`src/rtl/cursor_lpen_pkg.sv`:
```
package cursor_lpen_pkg;

  typedef enum logic [2:0] {
    SEL_NONE,
    SEL_CUR_HI,
    SEL_CUR_LO,
    SEL_PEN_HI,
    SEL_PEN_LO
  } rdSel_e;

  typedef struct packed {
    logic   wrCurHi;
    logic   wrCurLo;
    logic   capPen;
    logic   rdEn;
    rdSel_e rdSel;
  } ctlStrb_t;

endpackage

```
`src/rtl/cursor_lpen_ctrl.sv`:
```
module cursor_lpen_ctrl
  import cursor_lpen_pkg::*;
#(
  parameter int SEL_W      = 5,
  parameter int CUR_HI_IDX = 14,
  parameter int CUR_LO_IDX = 15,
  parameter int PEN_HI_IDX = 16,
  parameter int PEN_LO_IDX = 17,
  parameter int SYNC_STAGES = 2
) (
  input  logic             clk,
  input  logic             rstN,
  input  logic             lpenStrobe,
  input  logic [SEL_W-1:0] regSel,
  input  logic             regWr,
  input  logic             regRd,
  output ctlStrb_t         strb
);

  logic [SYNC_STAGES-1:0] syncChain;
  logic                   penPrev;
  logic                   penSync;

  // Synchroniser chain: stage 0 samples the pin.
  always_ff @(posedge clk or negedge rstN) begin
    if (!rstN) begin
      syncChain <= '0;
      penPrev   <= 1'b0;
    end else begin
      syncChain <= {syncChain[SYNC_STAGES-2:0], lpenStrobe};
      penPrev   <= syncChain[SYNC_STAGES-1];
    end
  end

  assign penSync = syncChain[SYNC_STAGES-1];

  always_comb begin
    strb         = '0;
    strb.capPen  = penSync & ~penPrev;
    strb.rdEn    = regRd;
    strb.rdSel   = SEL_NONE;
    if (regWr) begin
      strb.wrCurHi = (regSel == SEL_W'(CUR_HI_IDX));
      strb.wrCurLo = (regSel == SEL_W'(CUR_LO_IDX));
    end
    if      (regSel == SEL_W'(CUR_HI_IDX)) strb.rdSel = SEL_CUR_HI;
    else if (regSel == SEL_W'(CUR_LO_IDX)) strb.rdSel = SEL_CUR_LO;
    else if (regSel == SEL_W'(PEN_HI_IDX)) strb.rdSel = SEL_PEN_HI;
    else if (regSel == SEL_W'(PEN_LO_IDX)) strb.rdSel = SEL_PEN_LO;
  end


  cap_after_sync_chk: assert property (@(posedge clk) disable iff (!rstN)
    strb.capPen |-> $past(syncChain[SYNC_STAGES-2]));


  cap_single_chk: assert property (@(posedge clk) disable iff (!rstN)
    strb.capPen |=> !strb.capPen);


  wr_onehot_chk: assert property (@(posedge clk) disable iff (!rstN)
    $onehot0({strb.wrCurHi, strb.wrCurLo}));

endmodule

```
`src/rtl/cursor_lpen_datapath.sv`:
```
module cursor_lpen_datapath
  import cursor_lpen_pkg::*;
#(
  parameter int ADDR_W = 14,
  parameter int DATA_W = 8
) (
  input  logic              clk,
  input  logic              rstN,
  input  ctlStrb_t          strb,
  input  logic [ADDR_W-1:0] refreshAddr,
  input  logic              dispEn,
  input  logic              textMode,
  input  logic [DATA_W-1:0] wrData,
  output logic [DATA_W-1:0] rdData,
  output logic              cursorOut
);

  localparam int HI_W  = ADDR_W - DATA_W;
  localparam int PAD_W = DATA_W - HI_W;

  logic [HI_W-1:0]   curHi;
  logic [DATA_W-1:0] curLo;
  logic [ADDR_W-1:0] penAddr;
  logic [ADDR_W-1:0] curAddr;
  logic              curHit;
  logic              curHitQ;
  logic [DATA_W-1:0] rdNext;

  assign curAddr = {curHi, curLo};
  assign curHit  = textMode & dispEn & (refreshAddr == curAddr);

  always_ff @(posedge clk or negedge rstN) begin
    if (!rstN) begin
      curHi <= '0;
      curLo <= '0;
    end else begin
      if (strb.wrCurHi) curHi <= wrData[HI_W-1:0];
      if (strb.wrCurLo) curLo <= wrData;
    end
  end

  always_ff @(posedge clk or negedge rstN) begin
    if (!rstN)            penAddr <= '0;
    else if (strb.capPen) penAddr <= refreshAddr;
  end

  always_ff @(posedge clk or negedge rstN) begin
    if (!rstN) begin
      curHitQ   <= 1'b0;
      cursorOut <= 1'b0;
    end else begin
      curHitQ   <= curHit;
      cursorOut <= curHit & ~curHitQ;
    end
  end

  always_comb begin
    case (strb.rdSel)
      SEL_CUR_HI: rdNext = {{PAD_W{1'b0}}, curHi};
      SEL_CUR_LO: rdNext = curLo;
      SEL_PEN_HI: rdNext = {{PAD_W{1'b0}}, penAddr[ADDR_W-1:DATA_W]};
      SEL_PEN_LO: rdNext = penAddr[DATA_W-1:0];
      default:    rdNext = '0;
    endcase
  end

  always_ff @(posedge clk or negedge rstN) begin
    if (!rstN)          rdData <= '0;
    else if (strb.rdEn) rdData <= rdNext;
  end


  cursor_gate_chk: assert property (@(posedge clk) disable iff (!rstN)
    cursorOut |-> $past(dispEn && textMode));


  cursor_width_chk: assert property (@(posedge clk) disable iff (!rstN)
    cursorOut |=> !cursorOut);


  pen_capture_chk: assert property (@(posedge clk) disable iff (!rstN)
    strb.capPen |=> penAddr == $past(refreshAddr));


  pen_hold_chk: assert property (@(posedge clk) disable iff (!rstN)
    !strb.capPen |=> $stable(penAddr));


  rd_hold_chk: assert property (@(posedge clk) disable iff (!rstN)
    !strb.rdEn |=> $stable(rdData));

endmodule

```
`src/rtl/cursor_lpen_unit.sv`:
```
module cursor_lpen_unit
  import cursor_lpen_pkg::*;
#(
  parameter int ADDR_W     = 14,
  parameter int DATA_W     = 8,
  parameter int SEL_W      = 5,
  parameter int CUR_HI_IDX = 14,
  parameter int CUR_LO_IDX = 15,
  parameter int PEN_HI_IDX = 16,
  parameter int PEN_LO_IDX = 17
) (
  input  logic              clk,
  input  logic              rstN,
  input  logic [ADDR_W-1:0] refreshAddr,
  input  logic              dispEn,
  input  logic              textMode,
  input  logic              lpenStrobe,
  input  logic [SEL_W-1:0]  regSel,
  input  logic              regWr,
  input  logic              regRd,
  input  logic [DATA_W-1:0] wrData,
  output logic [DATA_W-1:0] rdData,
  output logic              cursorOut
);

  ctlStrb_t strb;

  cursor_lpen_ctrl #(
    .SEL_W(SEL_W), .CUR_HI_IDX(CUR_HI_IDX), .CUR_LO_IDX(CUR_LO_IDX),
    .PEN_HI_IDX(PEN_HI_IDX), .PEN_LO_IDX(PEN_LO_IDX), .SYNC_STAGES(2)
  ) uCtrl (
    .clk(clk), .rstN(rstN), .lpenStrobe(lpenStrobe),
    .regSel(regSel), .regWr(regWr), .regRd(regRd), .strb(strb)
  );

  cursor_lpen_datapath #(.ADDR_W(ADDR_W), .DATA_W(DATA_W)) uData (
    .clk(clk), .rstN(rstN), .strb(strb), .refreshAddr(refreshAddr),
    .dispEn(dispEn), .textMode(textMode), .wrData(wrData),
    .rdData(rdData), .cursorOut(cursorOut)
  );

endmodule

```
`config.mk`:
```
export PLATFORM = sky130hd
export DESIGN_NAME = cursor_lpen_unit
export DESIGN_NICKNAME = d
export VERILOG_FILES = /design/src/rtl/cursor_lpen_pkg.sv /design/src/rtl/cursor_lpen_ctrl.sv /design/src/rtl/cursor_lpen_datapath.sv /design/src/rtl/cursor_lpen_unit.sv
export SDC_FILE = /design/constraint.sdc
export NUM_CORES = 1
export LEC_CHECK = 0
export ABC_AREA = 0
export BUFFER_PORTS_ARGS = -buffer_cell sky130_fd_sc_hd__buf_2
export CAP_MARGIN = 20
export CELL_PAD_IN_SITES_DETAIL_PLACEMENT = 0
export CELL_PAD_IN_SITES_GLOBAL_PLACEMENT = 1
export CORE_MARGIN = 10
export CORE_UTILIZATION = 38
export DETAILED_ROUTE_END_ITERATION = 8
export PLACE_DENSITY = 0.77
export SLEW_MARGIN = 20
export SYNTH_ARGS = -nofsm -noshare
export SYNTH_HDL_FRONTEND = slang
export SYNTH_SLANG_ARGS = --single-unit
```
`constraint.sdc`:
```
create_clock -name clk -period 1.3 [get_ports clk]
set_input_delay 0.195 -clock clk [delete_from_list [all_inputs] [get_ports clk]]
set_output_delay 0.195 -clock clk [all_outputs]
set_load 0.01 [all_outputs]
```
==> metrics.yaml <==
status:
  outcome: "finished with violations"
  violations: "negative setup slack"
synthesis:
  synth-adder-area-share: 0
  syn_inst: 142
  synth_warnings: 0
  synth_xor_area_frac: 0.06456
  synth_area_leader_cell: "dfrtp_1"
  synth_edf_count: 0
  synth_top_family_by_area: "multiplexers"
  synth.top_cell.area_share: 0.5402
  seq_area_frac_synth: 0.5402
  synth-compound-area-share: 0.09486
  ys_ff_latch: 41
  syn_avg_cell_area_um2: 13.38
  synth-async-reset-ratio: 1.000
  synth_flop_cell: "dfrtp_1"
  synth_mux_area_frac: 0.1779
  syn-num-nets: 176
  ys_types: 31
  syn-cell-area_mm2: 0.001899
  synth_area_leaders: "dfrtp_1, mux2_1, xor2_1"
  synth-simple-area-share: 0.09091
floorplan:
  initial_core_util: 0.3969
  dieWidth_um: 90.70
  top_level_ports: 43
  die_h_um: 90.70
  core_area_mm2: 0.004786
  die-area_mm2: 0.008226
  placementRows: 25
placed_design:
  dpl_worst_slack_ps: -209.3
  globalplace.congestion: 0.7847
  place_area_mm2: 0.002326
  post-dp-hpwl_um: 3715
  port_buffers: 42
final_layout:
  mostFrequentLayoutCells: "buf_2, dfrtp_1, mux2_1"
  fillers: 445
  design_area_mm2: 0.002475
  final_common_cell: "buf_2"
  fin_nets: 241
  drive_gt1_frac: 0.4231
  area_growth_syn_to_layout_pct: 30.30
  n_antenna_cell: 0
clock_network:
  clk_latency_ps: 290
  cts_max_level: 2
  clock_path_buffers: 2
  clk_pin_slew_ps: 80
  root_buffer: "clkbuf_8"
  cts_tree: "built"
  clkSinkCount: 41
  numCtsBuffers: 5
routing:
  route.detailed.drc: 0
  routed_wirelength_um: 4762
  routedWlPerCell_um: 17.32
  ant_nets: 0
  num_vias: 1409
  firstDrtPassIters: 4
  drtIter0Drc: 58
  viasPerCell: 5.124
timing:
  final_hold_viol_count: 0
  finalSetupViolations: 1
  tightest_slew_ps: 420.7
  slew_viol_final: 0
  fin_crit_sh: 1.012
  fin_crit_ps: 1315
  layout_setup_ws_ps: -15.24
  rsz0062_at_grt: "yes"
  skew_ps: 8.497
  slew-limit-headroom: 0.7195
  max_freq_ghz: 0.7603
pwr:
  p_total_w: 0.002895
  peakVddDrop_mv: 0.5653
  cellPowerDensity_mw_per_mm2: 1170
  p_leak_nw: 1.182
worst_setup_path:
  endpoint_kind: "flip-flop"
  crit_path_end: "uData.rdData[0]"
  worst_ep_required_time_ps: 1480
  crit_path_start: "uData.curHi[0]"
  r2r_cells: 3
  reg2reg_from: "uData.curHi[0]"
  r2r_setup_slack_ps: -20
  r2r_end: "uData.rdData[0]"
  start_kind: "flip-flop"
  worst-setup-path-type: "reg2reg"
  cp_max_fo: 3
  cp_data_arrival_time_ps: 1490
grt:
  grt_pass1_vias: 1515
  grt_start_max_net_pins: 25
  antenna_found_initial: 0
  grt_pass1_wl_um: 7665
  overflow: 0
  track_usage: 0.1139
worst_hold_path:
  hp-class: "in2reg"
flow_run:
  drv_cap: 0
[worst min path at each step]
stage                          from         endpoint  slack (ps)  cells past startpoint
after floorplan                rstN    uCtrl.penPrev        -100                      0
after global placement         rstN  uData.rdData[0]         150                      1
after detailed placement       rstN  uData.rdData[0]         150                      1
after CTS                 wrData[6]   uData.curLo[6]         110                      2
after global routing      wrData[6]   uData.curLo[6]         110                      2
final                     wrData[6]   uData.curLo[6]         120                      2
[stage by stage]
| step | TNS, ps | utilization | hold slack, ps | std cells |
|---|---|---|---|---|
| 2_1_floorplan | -151.7 | - | -100.6 | 142 |
| 3_3_place_gp | -2845 | 0.4860 | 152.3 | 263 |
| 3_5_place_dp | -3477 | 0.4860 | 154.0 | 263 |
| 4_1_cts | 0 | 0.5132 | 111.2 | 275 |
| 5_1_grt | -76.31 | 0.5171 | 113.2 | 275 |
| 6_report | -15.24 | 0.5171 | 119.7 | 275 |
[Yosys cell counts (2+ instances only)]
| master | instances |
|---|---|
| mux2_1 | 28 |
| xnor2_1 | 5 |
| a211oi_1 | 5 |
| clkbuf_1 | 2 |
| a311o_1 | 5 |
| nor4_1 | 2 |
| mux2_2 | 2 |
| inv_1 | 2 |
| o22ai_1 | 2 |
| buf_2 | 3 |
| a221oi_1 | 5 |
| a22oi_1 | 3 |
| dfrtp_1 | 41 |
| nor2b_1 | 6 |
| buf_6 | 2 |
| nand2_1 | 6 |
| xor2_1 | 9 |
[flip-flops by register name, summed over array words and instances (netlist names)]
register,flops
uCtrl.penPrev,1
uCtrl.syncChain,2
uData.curHi,6
uData.curHitQ,1
uData.curLo,8
uData.cursorOut,1
uData.penAddr,14
uData.rdData,8
[power by group]
group          internal (W)  switching (W)  total, W
registers           0.00144       0.000122   0.00156
clock network      0.000372       0.000408  0.000780
logic              0.000323       0.000233  0.000556
[cell families (layout without fill, tap and decap cells)]
| group | count (synthesis) | after routing |
|---|---|---|
| DFF | 41 | 41 |
| muxes | 30 | 30 |
| AOI/OAI and AO/OA | 22 | 22 |
| and+or+nand+nor | 25 | 25 |
| xor gates and xnor gates | 14 | 14 |
| buffers and inverters | 10 | 76 |
[per-layer routing]
metal | share of wire | track usage
met4 | 0.014 | 0.04111
met3 | 0.068 | 0.04323
met5 | 0 | 0
met1 | 0.48 | 0.1429
met2 | 0.44 | 0.1731
[critical path: stages, from the launching register on]
cell and delay (ps):
dfrtp_1 410, a221oi_1 360, a211oi_1 90, a311o_1 340
[what timing repair did]
action,in CTS,in global routing
pin swaps,1,0
hold buffers,2,0
cloned,0,0
endpoints found under the hold margin,18,0
setup endpoints to repair,2,5
buffers inserted,2,0
gates resized for setup,2,3
[area by class of cell]
type / count / area (um^2) / area share
well taps: 67 / 83.83 / 0.03387
clock buffers: 6 / 72.57 / 0.02932
flip-flops and latches: 41 / 1026 / 0.4146
inverters: 2 / 7.507 / 0.003033
multi-input cells: 91 / 867.1 / 0.3504
repair buffers: 66 / 407.9 / 0.1648
clock inverters: 2 / 10.01 / 0.004044
Power figures use the tool's default switching activity.
